`src/rtl/tick_fwd_pkg.sv`:
```
package tick_fwd_pkg;
  // Outcome of one clock cycle at the accumulator.
  typedef enum logic [1:0] {
    EV_IDLE    = 2'd0,
    EV_LOCAL   = 2'd1,
    EV_FORWARD = 2'd2
  } tick_ev_e;
endpackage

```
`src/rtl/tick_fwd_reload.sv`:
```
module tick_fwd_reload #(
  parameter int CNT_W = 16,
  localparam int EFF_W = CNT_W + 1
) (
  input  logic [CNT_W-1:0] reload_i,
  output logic [EFF_W-1:0] eff_o
);
  // A zero reload stands for the full 2^CNT_W period.
  function automatic logic [EFF_W-1:0] expand(input logic [CNT_W-1:0] r);
    if (r == '0) return {1'b1, {CNT_W{1'b0}}};
    return {1'b0, r};
  endfunction

  assign eff_o = expand(reload_i);
endmodule

```
`src/rtl/tick_fwd_core.sv`:
```
module tick_fwd_core
  import tick_fwd_pkg::*;
#(
  parameter int CNT_W = 16,
  localparam int EFF_W = CNT_W + 1,
  localparam int ACC_W = CNT_W + 2
) (
  input  logic             clk,
  input  logic             rst_n,
  input  logic             tick_i,
  input  logic [EFF_W-1:0] eff_i,
  output tick_ev_e         ev_o
);
  localparam logic [ACC_W-1:0] THRESH = {2'b01, {CNT_W{1'b0}}};

  logic [ACC_W-1:0] rem_q;
  logic [ACC_W-1:0] sum_w;
  logic [ACC_W-1:0] next_rem_w;
  logic             cross_w;

  function automatic logic [ACC_W-1:0] add_eff(input logic [ACC_W-1:0] rem,
                                               input logic [EFF_W-1:0] eff);
    return rem + {1'b0, eff};
  endfunction

  function automatic logic [ACC_W-1:0] wrap(input logic [ACC_W-1:0] s);
    return (s >= THRESH) ? s - THRESH : s;
  endfunction

  assign sum_w      = add_eff(rem_q, eff_i);
  assign cross_w    = (sum_w >= THRESH);
  assign next_rem_w = wrap(sum_w);

  always_comb begin
    if (!tick_i)      ev_o = EV_IDLE;
    else if (cross_w) ev_o = EV_FORWARD;
    else              ev_o = EV_LOCAL;
  end

  always_ff @(posedge clk or negedge rst_n) begin
    if (!rst_n)      rem_q <= '0;
    else if (tick_i) rem_q <= next_rem_w;
  end

  // remainder kept strictly below the threshold
  p_rem_below_r3: assert property (@(posedge clk) disable iff (!rst_n)
    rem_q < THRESH);
  // no tick leaves the remainder alone
  p_rem_hold_r8: assert property (@(posedge clk) disable iff (!rst_n)
    !tick_i |=> $stable(rem_q));
  // a tick that stays local grows the remainder by the reload
  p_local_grows_r2: assert property (@(posedge clk) disable iff (!rst_n)
    (tick_i && ev_o == EV_LOCAL) |=> (rem_q > $past(rem_q)));
endmodule

```
`src/rtl/tick_fwd_pulse.sv`:
```
module tick_fwd_pulse
  import tick_fwd_pkg::*;
(
  input  logic     clk,
  input  logic     rst_n,
  input  tick_ev_e ev_i,
  output logic     fwd_o,
  output logic     ack_o
);
  always_ff @(posedge clk or negedge rst_n) begin
    if (!rst_n) begin
      fwd_o <= 1'b0;
      ack_o <= 1'b0;
    end else begin
      fwd_o <= (ev_i == EV_FORWARD);
      ack_o <= (ev_i == EV_LOCAL);
    end
  end

  // never both outputs at once
  p_onehot_r5: assert property (@(posedge clk) disable iff (!rst_n)
    $onehot0({fwd_o, ack_o}));
endmodule

```
`src/rtl/tick_forwarder.sv`:
```
module tick_forwarder
  import tick_fwd_pkg::*;
#(
  parameter int CNT_W = 16
) (
  input  logic             clk,
  input  logic             rst_n,
  input  logic             tick_i,
  input  logic [CNT_W-1:0] reload_i,
  output logic             fwd_o,
  output logic             ack_o
);
  localparam int EFF_W = CNT_W + 1;

  logic [EFF_W-1:0] eff_w;
  tick_ev_e         ev_w;

  tick_fwd_reload #(.CNT_W(CNT_W)) u_reload (
    .reload_i (reload_i),
    .eff_o    (eff_w)
  );

  tick_fwd_core #(.CNT_W(CNT_W)) u_core (
    .clk    (clk),
    .rst_n  (rst_n),
    .tick_i (tick_i),
    .eff_i  (eff_w),
    .ev_o   (ev_w)
  );

  tick_fwd_pulse u_pulse (
    .clk   (clk),
    .rst_n (rst_n),
    .ev_i  (ev_w),
    .fwd_o (fwd_o),
    .ack_o (ack_o)
  );

  // every tick yields a pulse on the next cycle
  p_tick_pulse_r5: assert property (@(posedge clk) disable iff (!rst_n)
    tick_i |=> (fwd_o || ack_o));
  // quiet cycle gives quiet outputs
  p_quiet_r8: assert property (@(posedge clk) disable iff (!rst_n)
    !tick_i |=> (!fwd_o && !ack_o));
  // zero reload always forwards
  p_zero_fwd_r6: assert property (@(posedge clk) disable iff (!rst_n)
    (tick_i && reload_i == '0) |=> fwd_o);
endmodule

```
`config.mk`:
```
export PLATFORM = sky130hd
export DESIGN_NAME = tick_forwarder
export DESIGN_NICKNAME = d
export VERILOG_FILES = /design/src/rtl/tick_fwd_pkg.sv /design/src/rtl/tick_fwd_reload.sv /design/src/rtl/tick_fwd_core.sv /design/src/rtl/tick_fwd_pulse.sv /design/src/rtl/tick_forwarder.sv
export SDC_FILE = /design/constraint.sdc
export NUM_CORES = 1
export LEC_CHECK = 0
export ABC_AREA = 1
export BUFFER_PORTS_ARGS = -buffer_cell sky130_fd_sc_hd__buf_2
export CAP_MARGIN = 20
export CORE_ASPECT_RATIO = 1.25
export CORE_MARGIN = 2
export CORE_UTILIZATION = 30
export DETAILED_ROUTE_END_ITERATION = 16
export HOLD_SLACK_MARGIN = 0.02
export RECOVER_POWER = 25
export SLEW_MARGIN = 20
export SYNTH_ARGS = -nofsm -noshare
export SYNTH_HDL_FRONTEND = slang
export SYNTH_HIERARCHICAL = 1
export SYNTH_SLANG_ARGS = --single-unit
```
`constraint.sdc`:
```
create_clock -name clk -period 2 [get_ports clk]
set_clock_uncertainty 0.2 [all_clocks]
set_input_delay 0.2 -clock clk [delete_from_list [all_inputs] [get_ports clk]]
set_output_delay 0.2 -clock clk [all_outputs]
set_load 0.05 [all_outputs]
```
==> metrics.txt <==
status=finished, violations left; failing checks=negative setup slack; fin area=roughly 2800 µm²; f_max=468 MHz; kind of path behind the tightest hold check=input pin to flop; critical path data arrival time=2.14 ns; share of post-route cells with drive strength above 1=approximately two fifths; total wire length=a little under 5 mm; final hold vios=0; crit share post-route=107%; Tot Pwr=3.68 mW; post-synth net total=~350; sequential-to-total area share from yosys stat=25.1%; Post-Syn Area=~2000 µm²; leak pwr=around 1.5 nW; number of distinct library cells after synthesis=28; Avg WL per Cell=10.6 µm; routed via count=about 2000; CTS Buf Count=3; setup violators final=8; number of global-route vias before repair=roughly 2000; crit-path cells=ha_2 -> inv_2 -> fa_2 -> inv_2 -> nand3_2 -> nand2_2 -> nand2_2 -> nand2_4 -> nand2_4 -> nand3_2 -> nand2_2 -> nor2_2 -> inv_1 -> nand2_2 -> inv_2 -> nor2_1; # rows=33; DRC violations left=0; initial core utilization=between 30% and 40%; crit path time final=~2.1 ns; drt pass-1 iters=4; fin nets=between 400 and 500; largest net degree at the start of global routing=21; FF-to-FF path depth=16; GP Congestion=a little over 0.8; H-tree levels=1; largest stage delay on the critical path=0.37 ns; Top Family by Delay on Critical Path=simple AND/OR/NAND/NOR gates; Yosys reg bits=20; Worst Max-Slew Pin Slew=~1.2 ns; dpl cells=between 400 and 500; CP Buf/Inv Count=4; die area=~7300 µm²; max-cap violation count=0; Die H=95.2 µm; Clock Tree Root=clkbuf_8; RSZ-0062 raised after global routing=yes; CP Launch Type=flop; initial antenna violation count=0; number of DRC markers in iteration 0=37; Port Buffers=20; r2r setup slk=-0.14 ns; HPWL after DPL=around 3.8 mm; core area=~6500 µm²; Final Max Tran Viols=0; Power Dens Cells=~1300 nW/µm²; P&R area growth vs syn=39.9%; pre-CTS worst setup slack=-0.284 ns; Setup CP Type=flop to flop; IO Pins=21; worst hold slack=a little over 0.09 ns; GRT Residual Overflow=0; Max-slew headroom=a little over a fifth; Antenna Violating Nets Remaining=0; FF-to-FF Start=u_core/rem_q[0]; Total Routing Usage GR=between 10% and 20%; CTS Buffer Depth=2; number of diodes=0; die width=between 70 and 80 µm; slack of the critical path=-0.137 ns; Placed Area=2500 µm²; R2R Path End=u_pulse/fwd_o; Peak VDD IR=approximately 0.44 mV; later-pin clock latency in the skew report=~0.27 ns; WHS Endpoint=u_core/rem_q[0]; hold depth=4; CTS sink cnt=20; first-pass GRT wire length=between 8 and 9 mm; mean area per synthesized cell=around 6.4 µm²; cell mode on critical path=nand2_2; WP data required=about 2 ns; CTS tree=yes; final cell count without fillers=between 400 and 500; average via count per standard cell=~4.3; hold wc startpoint=reload_i[0]; Crit. End Element=flop; slowest cell on the critical path=dfrtp_1; Crit Path Max Fanout=3; Yosys Warn Count=6; post-synthesis cell count=between 300 and 400; CTS clk-pin slew, worst paths=0.08 ns
## cell usage after synthesis (all sizes together)
cell	n	area (µm²)
dfrtp	20	500
nand3b	4	30.0
nand3	22	125
a21oi	15	93.9
nand4	2	12.5
buf	1	11.3
or2	1	6.26
ha	17	213
nand2	120	488
xnor2	6	52.6
nor2	24	103
inv	45	169
clkinv	1	3.75
nor3	1	16.3
clkbuf	18	67.6
fa	1	20.0
and2	2	15.0
o21bai	3	22.5
a21o	1	7.51
o21ai	8	40.0
## report_power, final
group / switching (mW) / leakage, nW / internal, mW
Clock: 0.148 / 0.0216 / 0.135
Sequential: 0.118 / 0.247 / 0.577
Combinational: 1.40 / 1.24 / 1.31
Total: 1.66 / 1.51 / 2.02
## how the worst max path moves through the flow
stage	slack (ns)	depth (start not counted)	startpoint	end
after floorplan	-0.008	16	u_core/rem_q[0]	u_pulse/ack_o
after global placement	-0.23	17	reload_i[10]	u_pulse/fwd_o
after detailed placement	-0.28	17	reload_i[10]	u_pulse/ack_o
after CTS	-0.12	16	u_core/rem_q[0]	u_pulse/ack_o
after global routing	-0.27	16	u_core/rem_q[0]	u_pulse/fwd_o
final	-0.14	16	u_core/rem_q[0]	u_pulse/fwd_o
## registers in the layout (all words and copies together), names as in the netlist
signal / flops
u_core/rem_q: 18
u_pulse/ack_o: 1
u_pulse/fwd_o: 1
## cells by family after synthesis
| group | count (synthesis) | share of synthesized area [%] |
|---|---|---|
| AO/OA/AOI/OAI | 27 | 8.21 |
| XOR/XNOR | 6 | 2.63 |
| adder cells (fa/ha/maj) | 18 | 11.7 |
| buffers and inverters | 65 | 12.6 |
| flip-flops | 20 | 25.1 |
| AND/OR/NAND/NOR | 176 | 39.9 |
## per-stage QoR
step / utilization (%) / setup TNS, ns
after global routing: 43.1 / -1.59
final: 43.1 / -0.481
after global placement: 38.6 / -0.828
after CTS: 40.2 / -0.262
after floorplan: - / -0.00797
after detailed placement: 38.6 / -0.999
## worst min-delay path, cell delays in order
cell and delay [ns]:
buf_2 0.09, ha_2 0.13, nand2_1 0.05, nand2_1 0.05
## cell type report
| class | count | area [µm²] |
|---|---|---|
| clock buffer | 3 | 41.3 |
| timing repair buffer | 78 | 537 |
| tap | 87 | 109 |
| multi-input combinational | 227 | 1430 |
| inverter | 46 | 173 |
| fill | 698 | 3690 |
| sequential | 20 | 500 |
## layer usage
layer | global-route usage [%] | wire length [µm] | up-vias
met5 | 0 | 0 | -
met2 | 27.0 | 2510 | 30
met4 | 5.95 | 102 | 0
met1 | 14.8 | 2150 | 883
li1 | - | - | 1080
met3 | 1.42 | 106 | 9
## repair_timing
action / CTS / global route
setup endpoints to repair: 7 / 13
hold endpoints to repair: 20 / 0
hold buffers: 1 / 0
pin swaps: 3 / 14
setup buffers: 3 / 6
gates resized for setup: 10 / 28
## cell usage in the layout, fill, tap and decap left out, types with 4 or more instances in the layout
cell / count
nand2_1: 96
buf_4: 57
inv_1: 37
nand2_2: 21
dfrtp_1: 20
buf_2: 19
nor2_1: 19
nand3_1: 13
inv_2: 8
nand3_2: 8
ha_1: 8
a21oi_1: 7
a21oi_2: 7
o21ai_0: 7
xnor2_1: 6
ha_4: 6
nand3b_1: 4
No activity file was read; power rests on OpenSTA's default activity.
